==> config.mk <==
export PLATFORM = sky130hd
export DESIGN_NAME = idle_line_det
export DESIGN_NICKNAME = d
export VERILOG_FILES = /design/src/rtl/idle_line_det.sv
export SDC_FILE = /design/constraint.sdc
export NUM_CORES = 1
export LEC_CHECK = 0
export ABC_AREA = 1
export CAP_MARGIN = 10
export CORE_MARGIN = 2
export CORE_UTILIZATION = 29
export CTS_CLUSTER_DIAMETER = 120
export DETAILED_ROUTE_END_ITERATION = 6
export DONT_BUFFER_PORTS = 1
export PLACE_DENSITY = 0.43
export SETUP_SLACK_MARGIN = 0.02
export SLEW_MARGIN = 20
export SYNTH_ARGS = -nofsm -noshare
export SYNTH_HDL_FRONTEND = slang
export SYNTH_SLANG_ARGS = --single-unit
==> constraint.sdc <==
create_clock -name clk -period 3.81 [get_ports clk]
set_input_delay 0.762 -clock clk [delete_from_list [all_inputs] [get_ports clk]]
set_output_delay 0.762 -clock clk [all_outputs]
set_load 0.01 [all_outputs]
==> src/rtl/idle_line_det.sv <==
module idle_line_det #(
  parameter int unsigned SHORT_BITS = 10,
  parameter int unsigned LONG_BITS  = 11
) (
  input  logic clk,
  input  logic rst_n,
  input  logic bit_tick,
  input  logic rx_bit,
  input  logic frame_done,
  input  logic wide_frame,
  input  logic long_type,
  input  logic stat_rd,
  input  logic data_rd,
  output logic idle_flag
);
  localparam int unsigned CW = $clog2(LONG_BITS + 1);
  localparam logic [CW-1:0] TOP = CW'(LONG_BITS);

  logic [CW-1:0] run_cnt, run_inc, tgt;
  logic after_stop, armed, seen, counting, restart, hit;

  assign tgt      = wide_frame ? CW'(LONG_BITS) : CW'(SHORT_BITS);
  assign restart  = long_type && frame_done;
  assign counting = rx_bit && (!long_type || after_stop);
  assign run_inc  = (run_cnt >= TOP) ? run_cnt : run_cnt + 1'b1;
  assign hit      = bit_tick && counting && !restart && armed && (run_inc >= tgt);

  always_ff @(posedge clk or negedge rst_n) begin
    if (!rst_n) begin
      run_cnt    <= '0;
      after_stop <= 1'b1;
      armed      <= 1'b1;
      seen       <= 1'b0;
      idle_flag  <= 1'b0;
    end else begin
      if (restart)
        run_cnt <= '0;
      else if (bit_tick)
        run_cnt <= !rx_bit ? '0 : (counting ? run_inc : run_cnt);

      if (frame_done)
        after_stop <= 1'b1;
      else if (bit_tick && !rx_bit)
        after_stop <= 1'b0;

      if (hit)
        armed <= 1'b0;
      else if (frame_done)
        armed <= 1'b1;

      if (hit)
        idle_flag <= 1'b1;
      else if (data_rd && seen)
        idle_flag <= 1'b0;

      if (data_rd && seen)
        seen <= 1'b0;
      else if (stat_rd)
        seen <= idle_flag;
    end
  end
endmodule


==> impl_results.md <==
- Syn Nets: 69
- Final net count: 74
- Status: completed
- DR iter-0 viols: 8
- Top cells by count, synth: nand2_1 (13), inv_1 (10), dfrtp_1 (6)
- H-tree Lvls: 1
- Max-slew violations: 0
- Min Tclk post-route: 1.78 ns
- Root Buffer: clkbuf_4
- Ys Warns: 0
- Post-DP HPWL: 671 µm
- CTS Hold Bufs: 0
- Vias in the first global route: 368
- Routed wire length: 824 µm
- Total inserted antenna cells: 0
- Initial core utilization: 30.9%
- Transition time of the tightest slew-check pin: 0.242 ns
- WS Path Type: register to register
- Max_slew headroom: 83.8%
- Final setup violation count: 0
- Setup TNS: 0 ns
- Num rows: 14
- Clk buf depth: 2
- Die Wd: 43.8 µm
- P&R area growth vs syn: 10.1%
- Layout cell share with drive strength beyond 1: 17.7%
- Leading area contributor after synthesis: dfrtp_1
- Largest net degree at the start of global routing: 9
- IO Count: 10
- CP max-delay cell: dfrtp_1
- Maximum vdd drop: 0.189 mV
- Unique masters post-synth: 20
- Worst setup path end: idle_flag
- I/O Buffers: 0
- All-Layer GR Usage: 10.8%
- Max Fanout on Critical Path: 3
- Worst skew pair latency: 0.25 ns
- DR pass1 iterations: 5
- CTS Sinks: 8
- Most common cell in the netlist: nand2_1
- Final period utilization: 46.7%
- Worst flop-to-flop path endpoint: idle_flag
- Global placement routability congestion: 0.785
- Critical Path Most Common Cell: nand2_1
- Post-synth top area share: 32.6%
- Avg Cell Area, Syn: 7.94 µm²
- TritonCTS buffer count: 3
- Total die area: 1920 µm²
- Die Y: 43.8 µm
- Reg2Reg Depth: 10
- CP cell instances: ha_1 -> o21ai_1 -> xor2_1 -> ha_1 -> inv_1 -> nand2_1 -> nand3_2 -> nand2_2 -> nand2_1 -> nand2_1
- Sequential fraction of the synthesis area: 44.0%
- Final Power: 0.180 mW
- Critical Path RT: 3.95 ns
- Mapped Area: 460 µm²
- Reg2reg start: run_cnt[0]
- Crit start category: register
- CP Data Arrival Time: 1.92 ns
- Cells after synthesis: 58
- Worst Skew: 0.00403 ns
- Max frequency: 562 MHz
- Post-synth EDFFs: 0
- Multi-input logic area: 213 µm²
- Tightest Hold Check Type: primary input to asynchronous set/reset pin
- Avg Vias per Cell: 4.56
- Crit end category: register
- Main synth FF type: dfrtp_1
- Top cells by area, synth: dfrtp_1 (33%), dfstp_2 (11%), nand2_1 (11%)
- Gr ovfl total: 0
- Core Box Area: 1490 µm²
- MaxCap Viol Count: 0
- Endpoints failing hold: 0
- Flop2flop setup slack: 2.03 ns
- Post-CTS sizing: 0
- Number of antenna violations at the first check in global routing: 0
- Routed len/inst: 10.6 µm
- Yosys reg bits: 8
- Post CTS Setup Buffer Count: 0
- Worst-path clk slew: 0.06 ns
- Slowest cell delay on critical path: 0.40 ns
- Register area: 203 µm²
- RSZ-0062 raised after global routing: false
- Leak: 0.257 nW
- # DRC: 0
- Post-route ant nets: 0
- CTS tree: yes
- Worst setup startpoint: run_cnt[0]
- Total number of vias: 356
- Fillers: 162
- PD cells: 355 nW/µm²
- First-pass GRT wire length: 1470 µm
- Async SR Flop Fraction: 100%
[worst min-delay path by stage]
stage               startpoint          to  slack [ns]  cells past startpoint
CTS                      rst_n        seen        0.19                      0
floorplan           after_stop  after_stop        0.46                      2
detailed placement       rst_n  run_cnt[2]        0.47                      0
finish                   rst_n   idle_flag        0.21                      0
global route             rst_n  run_cnt[1]        0.18                      0
global placement         rst_n  run_cnt[2]        0.47                      0
[layer usage]
metal | GRT usage [%] | up-vias | wire length (µm)
met5 | 0 | - | 0
met4 | 9.09 | 0 | 10
met3 | 2.50 | 2 | 18
met2 | 16.2 | 3 | 388
met1 | 13.0 | 155 | 408
li1 | - | 196 | -
[critical path, delay by kind of cell, from the launching register on]
family	cells	cell delay, ns
adders and majority gates	2	0.50
DFF	1	0.40
and+or+nand+nor	5	0.31
xor gates and xnor gates	1	0.22
AOI/OAI and AO/OA	1	0.20
buffers and inverters	1	0.05
[registers in the layout, indices dropped and copies added, names as in the netlist]
name        flops
seen            1
run_cnt         4
idle_flag       1
armed           1
after_stop      1
[cell usage in the layout (no fill, tap or decap), drive strengths merged, types with 2 or more instances in the layout]
cell type,n
ha,2
nand2,14
nand3,5
clkbuf,4
o21ai,2
nor2,5
dfrtp,6
dfstp,2
o22ai,4
inv,12
[report_power, final]
group | switching [mW] | leakage [nW] | internal [mW]
clock network | 0.0272 | 0.0150 | 0.0400
logic | 0.0134 | 0.140 | 0.00824
registers | 0.00224 | 0.103 | 0.0890
total | 0.0429 | 0.257 | 0.137
[cell type report]
type | instances | share of cell area [%]
clock buffers | 4 | 5.19
inverters | 12 | 8.89
multi-input cells | 38 | 42.0
flip-flops and latches | 8 | 40.0
well taps | 16 | 3.95
[cells by family after synthesis]
| family | Yosys count | share of synthesized area (%) |
|---|---|---|
| buffers and inverters | 12 | 9.78 |
| AOI/OAI and AO/OA | 9 | 12.8 |
| and+or+nand+nor | 26 | 26.1 |
| DFF | 8 | 44.0 |
| xor gates and xnor gates | 1 | 1.90 |
| adders and majority gates | 2 | 5.43 |
[through the flow]
stage               std cells  instance area (µm²)  worst slack, ns  utilization [%]  hold WS [ns]
floorplan                  58                  460             2.19                -         0.464
global placement           74                  480             2.03             32.3         0.467
detailed placement         74                  480             2.00             32.3         0.467
CTS                        78                  507             1.99             34.0         0.193
global route               78                  507             1.88             34.0         0.179
finish                     78                  507             2.03             34.0         0.205
(Power assumes the default switching activity.)
